## config.mk

```make
export PLATFORM = sky130hd
export DESIGN_NAME = lcd_line_timer
export DESIGN_NICKNAME = d
export VERILOG_FILES = /design/src/rtl/lcdt_pkg.sv /design/src/rtl/lcdt_cfg_reg.sv /design/src/rtl/lcdt_shadow.sv /design/src/rtl/lcdt_seq.sv /design/src/rtl/lcd_line_timer.sv
export SDC_FILE = /design/constraint.sdc
export NUM_CORES = 1
export LEC_CHECK = 0
export ABC_AREA = 1
export CAP_MARGIN = 5
export CORE_UTILIZATION = 40
export CTS_CLUSTER_DIAMETER = 100
export DETAILED_ROUTE_END_ITERATION = 16
export PLACE_DENSITY = 0.66
export SETUP_SLACK_MARGIN = 0.02
export SLEW_MARGIN = 10
export SYNTH_ARGS = -nofsm -noshare
export SYNTH_HDL_FRONTEND = slang
export SYNTH_HIERARCHICAL = 1
export SYNTH_SLANG_ARGS = --single-unit
```

## constraint.sdc

```tcl
create_clock -name clk -period 3 [get_ports clk]
set_input_delay 0.45 -clock clk [delete_from_list [all_inputs] [get_ports clk]]
set_output_delay 0.45 -clock clk [all_outputs]
set_load 0.05 [all_outputs]
```

## src/rtl/lcdt_pkg.sv

```systemverilog
package lcdt_pkg;

  typedef enum logic [1:0] {
    PH_SYNC  = 2'd0,
    PH_BACK  = 2'd1,
    PH_ACT   = 2'd2,
    PH_FRONT = 2'd3
  } lcdt_phase_e;

  function automatic int unsigned lcdt_max(input int unsigned a, input int unsigned b);
    return (a > b) ? a : b;
  endfunction

endpackage

```

## src/rtl/lcdt_cfg_reg.sv

```systemverilog
module lcdt_cfg_reg #(
  parameter int WORD_W = 32
) (
  input  logic              clk,
  input  logic              rst,
  input  logic              we,
  input  logic [WORD_W-1:0] wdata,
  output logic [WORD_W-1:0] word_q
);

  always_ff @(posedge clk) begin
    if (rst) begin
      word_q <= '0;
    end else if (we) begin
      word_q <= {wdata[WORD_W-1:2], 2'b00};
    end
  end

  assert_readback_R2: assert property (@(posedge clk) disable iff (rst)
    we |=> (word_q[WORD_W-1:2] == $past(wdata[WORD_W-1:2])) && (word_q[1:0] == 2'b00));

endmodule

```

## src/rtl/lcdt_shadow.sv

```systemverilog
module lcdt_shadow #(
  parameter int FLD_W       = 8,
  parameter int LEN_W       = 6,
  parameter int UNIT_LG2    = 4,
  parameter int MIN_PASSIVE = 2,
  parameter int CNT_W       = 10,
  localparam int IN_W       = 3*FLD_W + LEN_W
) (
  input  logic             clk,
  input  logic             rst,
  input  logic             load,
  input  logic             passive,
  input  logic [IN_W-1:0]  word_hi,
  output logic [CNT_W-1:0] sync_last,
  output logic [CNT_W-1:0] back_last,
  output logic [CNT_W-1:0] front_last,
  output logic [CNT_W-1:0] act_last
);

  localparam logic [FLD_W-1:0] MIN_F  = FLD_W'(MIN_PASSIVE - 1);
  localparam logic [CNT_W-1:0] MIN_CW = CNT_W'(MIN_PASSIVE - 1);

  // slot 0 = sync, slot 1 = front porch, slot 2 = back porch
  for (genvar g = 0; g < 3; g++) begin : g_fld
    localparam bit CLAMP = (g != 1);
    logic [FLD_W-1:0] fld;
    logic [FLD_W-1:0] fld_c;
    logic [CNT_W-1:0] last_q;

    assign fld = word_hi[LEN_W + g*FLD_W +: FLD_W];

    always_comb begin
      fld_c = fld;
      if (CLAMP && passive && (fld < MIN_F)) fld_c = MIN_F;
    end

    always_ff @(posedge clk) begin
      if (rst)       last_q <= '0;
      else if (load) last_q <= CNT_W'(fld_c);
    end
  end

  logic [LEN_W-1:0] ppl_q;
  always_ff @(posedge clk) begin
    if (rst)       ppl_q <= '0;
    else if (load) ppl_q <= word_hi[LEN_W-1:0];
  end

  assign sync_last  = g_fld[0].last_q;
  assign front_last = g_fld[1].last_q;
  assign back_last  = g_fld[2].last_q;
  assign act_last   = CNT_W'({ppl_q, {UNIT_LG2{1'b1}}});

  assert_clamp_R6: assert property (@(posedge clk) disable iff (rst)
    (load && passive) |=> (sync_last >= MIN_CW) && (back_last >= MIN_CW));

  assert_noclamp_R6: assert property (@(posedge clk) disable iff (rst)
    (load && !passive) |=> (sync_last == CNT_W'($past(word_hi[LEN_W +: FLD_W]))));

endmodule

```

## src/rtl/lcdt_seq.sv

```systemverilog
module lcdt_seq
  import lcdt_pkg::*;
#(
  parameter int CNT_W = 10,
  parameter int IDX_W = 10
) (
  input  logic             clk,
  input  logic             rst,
  input  logic             enable,
  input  logic             pix_en,
  input  logic [CNT_W-1:0] sync_last,
  input  logic [CNT_W-1:0] back_last,
  input  logic [CNT_W-1:0] act_last,
  input  logic [CNT_W-1:0] front_last,
  output logic             shadow_load,
  output logic             line_sync,
  output logic             data_en,
  output logic [IDX_W-1:0] pix_idx,
  output logic             line_req
);

  lcdt_phase_e      phase_q, phase_n;
  logic [CNT_W-1:0] cnt_q, cnt_n, cur_last;
  logic             run_q, tick, at_end, wrap;

  assign tick = enable && run_q && pix_en;

  always_comb begin
    case (phase_q)
      PH_SYNC: cur_last = sync_last;
      PH_BACK: cur_last = back_last;
      PH_ACT:  cur_last = act_last;
      default: cur_last = front_last;
    endcase
  end

  assign at_end = (cnt_q == cur_last);
  assign wrap   = tick && at_end && (phase_q == PH_FRONT);
  assign shadow_load = !enable || wrap;

  always_comb begin
    phase_n = phase_q;
    cnt_n   = cnt_q;
    if (!enable) begin
      phase_n = PH_SYNC;
      cnt_n   = '0;
    end else if (tick) begin
      if (at_end) begin
        cnt_n = '0;
        case (phase_q)
          PH_SYNC: phase_n = PH_BACK;
          PH_BACK: phase_n = PH_ACT;
          PH_ACT:  phase_n = PH_FRONT;
          default: phase_n = PH_SYNC;
        endcase
      end else begin
        cnt_n = cnt_q + 1'b1;
      end
    end
  end

  always_ff @(posedge clk) begin
    if (rst) begin
      phase_q   <= PH_SYNC;
      cnt_q     <= '0;
      run_q     <= 1'b0;
      line_sync <= 1'b0;
      data_en   <= 1'b0;
      pix_idx   <= '0;
      line_req  <= 1'b0;
    end else begin
      phase_q   <= phase_n;
      cnt_q     <= cnt_n;
      run_q     <= enable;
      line_sync <= enable && (phase_n == PH_SYNC);
      data_en   <= enable && (phase_n == PH_ACT);
      pix_idx   <= (enable && (phase_n == PH_ACT)) ? cnt_n[IDX_W-1:0] : '0;
      line_req  <= enable && (!run_q || wrap);
    end
  end

  assert_hold_R9: assert property (@(posedge clk) disable iff (rst)
    (enable && run_q && !pix_en) |=> $stable(phase_q) && $stable(cnt_q) &&
      $stable(line_sync) && $stable(data_en) && $stable(pix_idx));

  assert_idle_low_R8: assert property (@(posedge clk) disable iff (rst)
    !enable |=> !line_sync && !data_en && !line_req && (pix_idx == '0));

  assert_req_single_R5: assert property (@(posedge clk) disable iff (rst)
    line_req |=> !line_req);

  assert_idx_step_R4: assert property (@(posedge clk) disable iff (rst)
    (tick && (phase_q == PH_ACT) && !at_end) |=> (pix_idx == $past(pix_idx) + 1'b1) && data_en);

endmodule

```

## src/rtl/lcd_line_timer.sv

```systemverilog
module lcd_line_timer
  import lcdt_pkg::*;
#(
  parameter int FLD_W       = 8,
  parameter int LEN_W       = 6,
  parameter int UNIT_LG2    = 4,
  parameter int MIN_PASSIVE = 2,
  localparam int WORD_W     = 3*FLD_W + LEN_W + 2,
  localparam int IDX_W      = LEN_W + UNIT_LG2,
  localparam int CNT_W      = lcdt_max(IDX_W, FLD_W)
) (
  input  logic              clk,
  input  logic              rst,
  input  logic              enable,
  input  logic              passive_mode,
  input  logic              pix_en,
  input  logic              cfg_we,
  input  logic [WORD_W-1:0] cfg_wdata,
  output logic [WORD_W-1:0] cfg_rdata,
  output logic              line_sync,
  output logic              data_en,
  output logic [IDX_W-1:0]  pix_idx,
  output logic              line_req
);

  logic [WORD_W-1:0] word_q;
  logic [CNT_W-1:0]  sync_last, back_last, front_last, act_last;
  logic              shadow_load;

  lcdt_cfg_reg #(.WORD_W(WORD_W)) u_cfg (
    .clk    (clk),
    .rst    (rst),
    .we     (cfg_we),
    .wdata  (cfg_wdata),
    .word_q (word_q)
  );

  assign cfg_rdata = word_q;

  lcdt_shadow #(
    .FLD_W       (FLD_W),
    .LEN_W       (LEN_W),
    .UNIT_LG2    (UNIT_LG2),
    .MIN_PASSIVE (MIN_PASSIVE),
    .CNT_W       (CNT_W)
  ) u_shadow (
    .clk        (clk),
    .rst        (rst),
    .load       (shadow_load),
    .passive    (passive_mode),
    .word_hi    (word_q[WORD_W-1:2]),
    .sync_last  (sync_last),
    .back_last  (back_last),
    .front_last (front_last),
    .act_last   (act_last)
  );

  lcdt_seq #(.CNT_W(CNT_W), .IDX_W(IDX_W)) u_seq (
    .clk         (clk),
    .rst         (rst),
    .enable      (enable),
    .pix_en      (pix_en),
    .sync_last   (sync_last),
    .back_last   (back_last),
    .act_last    (act_last),
    .front_last  (front_last),
    .shadow_load (shadow_load),
    .line_sync   (line_sync),
    .data_en     (data_en),
    .pix_idx     (pix_idx),
    .line_req    (line_req)
  );

endmodule

```

[After elaboration in Yosys (flattened, before gate mapping)]
Index checks and enable logic that the tools add are counted.
Operators by class
  $add $sub $neg: 1
  magnitude comparators: 2
  equality and inequality tests: 5
  mux-type cells: 10
  bitwise logic cells: 1
  reductions and logical operators: 16
Operators by type and width (number)
  $mux W10: 3
  $pmux W10 S3: 1
  $lt A8 B1 Y1 const B: 2
  $mux W8: 2
  $add A10 B1 Y10 const B: 1
  $eq A10 B10 Y1: 1
  $logic_and A1 B1 Y1: 9
  $eq A2 B2 Y1 const B: 3
  $mux W2: 3
  $pmux W2 S3: 1
  $logic_not A2 Y1: 2
  $eq A2 B1 Y1 const B: 1
  $logic_not A1 Y1: 2
  $logic_or A1 B1 Y1: 2
  $reduce_or A2 Y1: 1
  $not A1 Y1: 1
Word-level totals
  bits in registers: 86
  output and inout port bits: 45
  logic and storage cells: 47

[Depth between registers and ports, before layout]
  depth in word-level cells: 10
  depth in mapped cells: 19

[By module]
Netlist, hierarchy kept.
Modules (own cells, without submodules)
  lcdt_seq: times used 1, cells each 277, area each 1716.6 um2, sequential area each 520.5 um2
  lcdt_cfg_reg: times used 1, cells each 194, area each 1327.5 um2, sequential area each 600.6 um2
  lcdt_shadow: times used 1, cells each 157, area each 1166.1 um2, sequential area each 600.6 um2

[Worst setup path after synthesis]
No wires, ideal clock.
  path kind: reg-to-reg
  from: register u_seq.phase_q[0]
  to: register u_shadow.g_fld[2].last_q[3] (netlist: u_shadow/back_last[3])
  setup time: 0.116 ns
  arrival time: 2.063 ns
  required time: 2.884 ns
  slack: 0.821 ns
  stages on the path, launching flop included: 19
  period minus slack after synthesis: 2.179 ns
  path through: dfxtp_1 > inv_1 > ha_1 > buf_4 > nand2_1 > nand2_1 > inv_1 > nand2_1 > nand3_1 > nand2_1 > nor2_1 > nand2_1 > nor2_4 > nand4_1 > nand2_1 > inv_2 > buf_2 > nor2_1 > nor2_1
On the way
  word-level cells in the longest chain between the ends: 6
  elaborated cells between the ends (all ways): 9
RTL lines
  start: declaration: RTL line lcdt_seq.sv:22  | lcdt_phase_e phase_q, phase_n;
  start signal: assignment: RTL line lcdt_seq.sv:72  | phase_q <= phase_n;
  $eq A2 B2 Y1, or another cell as far along: RTL line lcdt_seq.sv:29  | case (phase_q)
  $pmux W10 S3: RTL line lcdt_seq.sv:29
  $eq A10 B10 Y1: RTL line lcdt_seq.sv:37  | assign at_end = (cnt_q == cur_last);
  $logic_and A1 B1 Y1: RTL line lcdt_seq.sv:38  | assign wrap = tick && at_end && (phase_q == PH_FRONT);
  $logic_and A1 B1 Y1 *: RTL line lcdt_seq.sv:38
  $logic_or A1 B1 Y1 *: RTL line lcdt_seq.sv:39  | assign shadow_load = !enable || wrap;
  via shadow_load: RTL line lcd_line_timer.sv:28  | logic shadow_load;
  end signal: assignment: RTL line lcdt_shadow.sv:39  | else if (load) last_q <= CNT_W'(fld_c);
  end: declaration: RTL line lcdt_shadow.sv:28  | logic [CNT_W-1:0] last_q;
The timed path passes the listed nets; every way through them passes the cells marked *.
A chain may end at the register's enable or synchronous reset.

[Worst setup path in the final report]
  from: register u_seq.phase_q[0]
  to: register u_shadow.g_fld[0].last_q[4] (netlist: u_shadow/sync_last[4])
On the way
  word-level cells in the longest chain between the ends: 6
  elaborated cells between the ends (all ways): 9
RTL lines (RTL line)
  $eq A2 B2 Y1, or another cell as far along: lcdt_seq.sv:29
  $pmux W10 S3: lcdt_seq.sv:29
  $eq A10 B10 Y1: lcdt_seq.sv:37
  $logic_and A1 B1 Y1: lcdt_seq.sv:38
  $logic_and A1 B1 Y1 *: lcdt_seq.sv:38
  $logic_or A1 B1 Y1 *: lcdt_seq.sv:39
  via shadow_load: lcd_line_timer.sv:28
  end signal: assignment: lcdt_shadow.sv:39
  end: declaration: lcdt_shadow.sv:28
Marked as above.

==> impl_metrics.yaml <==
power:
  swShare_pct: 30.0
  power_frac_clock_pct: 29.5
  leakage_nw: 2.35
  pwr-share-seq_pct: 52.9
  share_comb_of_total_power_pct: 17.6
  finalPower_mw: 2.36
  power_density_nw_per_um2: 461
  vdd_drop_max_mv: 0.216
  internal_power_mw: 1.65
  power.switching_uw: 708
synth:
  synth-main-ff-cell: "dfxtp_1"
  syn_area_um2: 4210
  synth-edff-count: 0
  synth.ff_latch_count: 86
  syn_area_per_cell_um2: 6.70
  synth_top_cell_by_area: "dfxtp_1"
  syn_inst: 628
  yosysMostFrequentCell: "nand2_1"
  synthTopCellsByArea: "dfxtp_1, nand2_1, nor2_1, inv_1, nand3_1"
  synth_seq_area_share_pct: 40.9
  synth_commonest_cells: "nand2_1, nor2_1, dfxtp_1"
  synth_warnings: 6
  postSynth.asyncResetShare_pct: 0
  synthDistinctLibCells: 30
  synth_top_area_share_pct: 40.9
clocking:
  clkLatencyLatePin_ps: 360
  post_cts_buffers: 0
  cts_htree_levels: 3
  cts_max_path_buffers: 2
  cts_tree: "yes"
  clk_pin_slew_ps: 80
  cts_buffers: 9
  cts_sinks: 86
  postCtsHoldBufs: 0
  ctsResizeCount: 0
  clockRootBuffer: "clkbuf_8"
placed_design:
  place_area_um2: 4950
  dp.cells: 821
  place.port_buffers: 78
  gp_congestion: 0.852
  dp_hpwl_um: 7300
critical_path:
  worstSetupStartpointType: "flip-flop"
  required_ps: 3250
  cp_common_cell: "nand2_1"
  critPathTopFamily: "simple AND/OR/NAND/NOR gates"
  crit_buf_inv: 2
  crit_path_max_incr_delay_ps: 450
  crit_arrival_ps: 2850
  crit_path_end_kind: "flip-flop"
  cpMaxStageDelayCell: "ha_1"
  crit_path_max_fanout: 27
  critical_path_class: "reg2reg"
  worstPathCellList: "inv_1, ha_1, nand2_1, nand3_1, nand2_1, nand3_1, nand2_1, nor2_1, nand2_1, nor2_4, nand4_1, nand2_1, inv_2, nor2_1, nor2_1"
routing:
  wl_per_cell_um: 11.8
  num_vias: 3869
  drc_errors: 0
  via_per_inst: 4.63
  drtAntennaViolNets: 0
  first_iter_violations: 148
  drt-total-wl_um: 9820
  drtPass1Iterations: 5
timing:
  final-setup-viol-count: 0
  worst_slew_pin_slew_ps: 1030
  min_period_ps: 2600
  rsz0062_at_grt: "no"
  hold_viol: 0
  maxSlewHeadroom_pct: 31.2
  maxSlewViolCount: 0
  fin_setup_tns_ps: 0
  finClkSkew_ps: 8.93
  fmax_ghz: 0.385
  finalCritPeriodShare_pct: 86.6
global_route:
  gr-total-overflow: 0
  grt_start_max_net_pins: 61
  grt_pass1_vias: 3744
  antenna_found_initial: 0
  groute.usage.overall_pct: 18.9
  grt_pass1_wl_um: 16700
die:
  core_area_um2: 10300
  fp.dieH_um: 105
  dieArea_um2: 10900
  rows: 37
  start_util_pct: 41.0
  ios: 83
  die_x_um: 105
layout:
  area_growth_pct: 21.5
  antenna_cells: 0
  drive_gt1_share_pct: 7.57
  fin_nets: 740
  design_area_um2: 5110
  stdcell_count: 836
worst_hold_path:
  hp-class: "reg2reg"
run_status:
  status: "finished clean"
job:
  cap_violations: 0
[sequential cells by signal (all words and copies together) (netlist names), 2 cells and up]
name / flops
u_seq/cnt_q: 10
u_shadow/back_last: 8
u_seq/pix_idx: 10
u_seq/phase_q: 2
u_shadow/ppl_q: 6
u_shadow/front_last: 8
u_cfg/word_q: 30
u_shadow/sync_last: 8
[logic make-up after synthesis]
group                      after synthesis  share of synthesized area, %
adders and majority gates                6                          1.78
xor gates and xnor gates                 1                         0.208
AOI/OAI and AO/OA                       47                          5.68
DFF                                     86                          40.9
other                                    3                         0.267
and+or+nand+nor                        383                          38.4
buffers and inverters                  102                          12.8
[power groups by stage]
stage | Combinational, mW | Sequential [mW] | Clock (mW)
2_1_floorplan | 0.199 | 1.36 | 0
3_3_place_gp | 0.410 | 1.27 | 0
3_5_place_dp | 0.416 | 1.27 | 0
4_1_cts | 0.418 | 1.25 | 0.718
5_1_grt | 0.456 | 1.26 | 0.761
6_report | 0.416 | 1.25 | 0.695
[layout by cell type, fill, tap and decap left out]
master	count
clkdlybuf4s50_1	77
buf_4	9
nand2_1	162
nor2_4	1
or2_0	2
nor4_1	1
dfxtp_1	86
nand3_2	1
ha_2	1
or2_1	6
o21ai_1	1
nand3_1	37
o21ai_0	35
nor2b_1	1
inv_2	3
xor2_1	1
conb_1	12
or2_2	2
nor2_2	20
o2111ai_1	1
clkinvlp_4	2
ha_1	5
inv_1	60
nand2_2	2
nand4_1	12
clkbuf_1	2
a21oi_1	10
nor2_1	134
buf_2	1
nor3_1	2
clkinv_2	2
clkbuf_8	9
[final timing paths]
path / slack (ps) / from / end / cells past startpoint
worst max-delay path: 400 / u_seq/phase_q[0] / u_shadow/sync_last[4] / 15
worst min-delay path: 470 / u_seq/run_q / u_seq/line_req / 1
worst min register to register: 470 / u_seq/run_q / u_seq/line_req / 1
worst max register to register: 400 / u_seq/phase_q[0] / u_shadow/sync_last[4] / 15
[area by class of cell]
| class | count | area [um2] |
|---|---|---|
| clock buffers | 11 | 131 |
| clock inverters | 4 | 25.0 |
| fillers | 1071 | 5160 |
| inverters | 63 | 236 |
| multi-input cells | 449 | 1990 |
| flip-flops and latches | 86 | 1720 |
| well taps | 136 | 170 |
| repair buffers | 87 | 843 |
[layer usage]
| metal | up-vias | share of wire, % | global-route usage, % |
|---|---|---|---|
| li1 | 2036 | - | - |
| met1 | 1754 | 45 | 23.1 |
| met2 | 70 | 50 | 32.7 |
| met3 | 9 | 4.3 | 3.62 |
| met4 | 0 | 0.99 | 7.65 |
| met5 | - | 0 | 0 |
[metrics by stage]
stage / hold slack (ps) / util, % / setup slack, ps
final: 468 / 49.8 / 401
after detailed placement: 461 / 48.2 / 361
after floorplan: 413 / - / 821
after global placement: 444 / 48.2 / 465
after global routing: 487 / 49.8 / 91.0
after CTS: 473 / 49.7 / 330
Note: power is estimated with default switching activity, not from simulation.
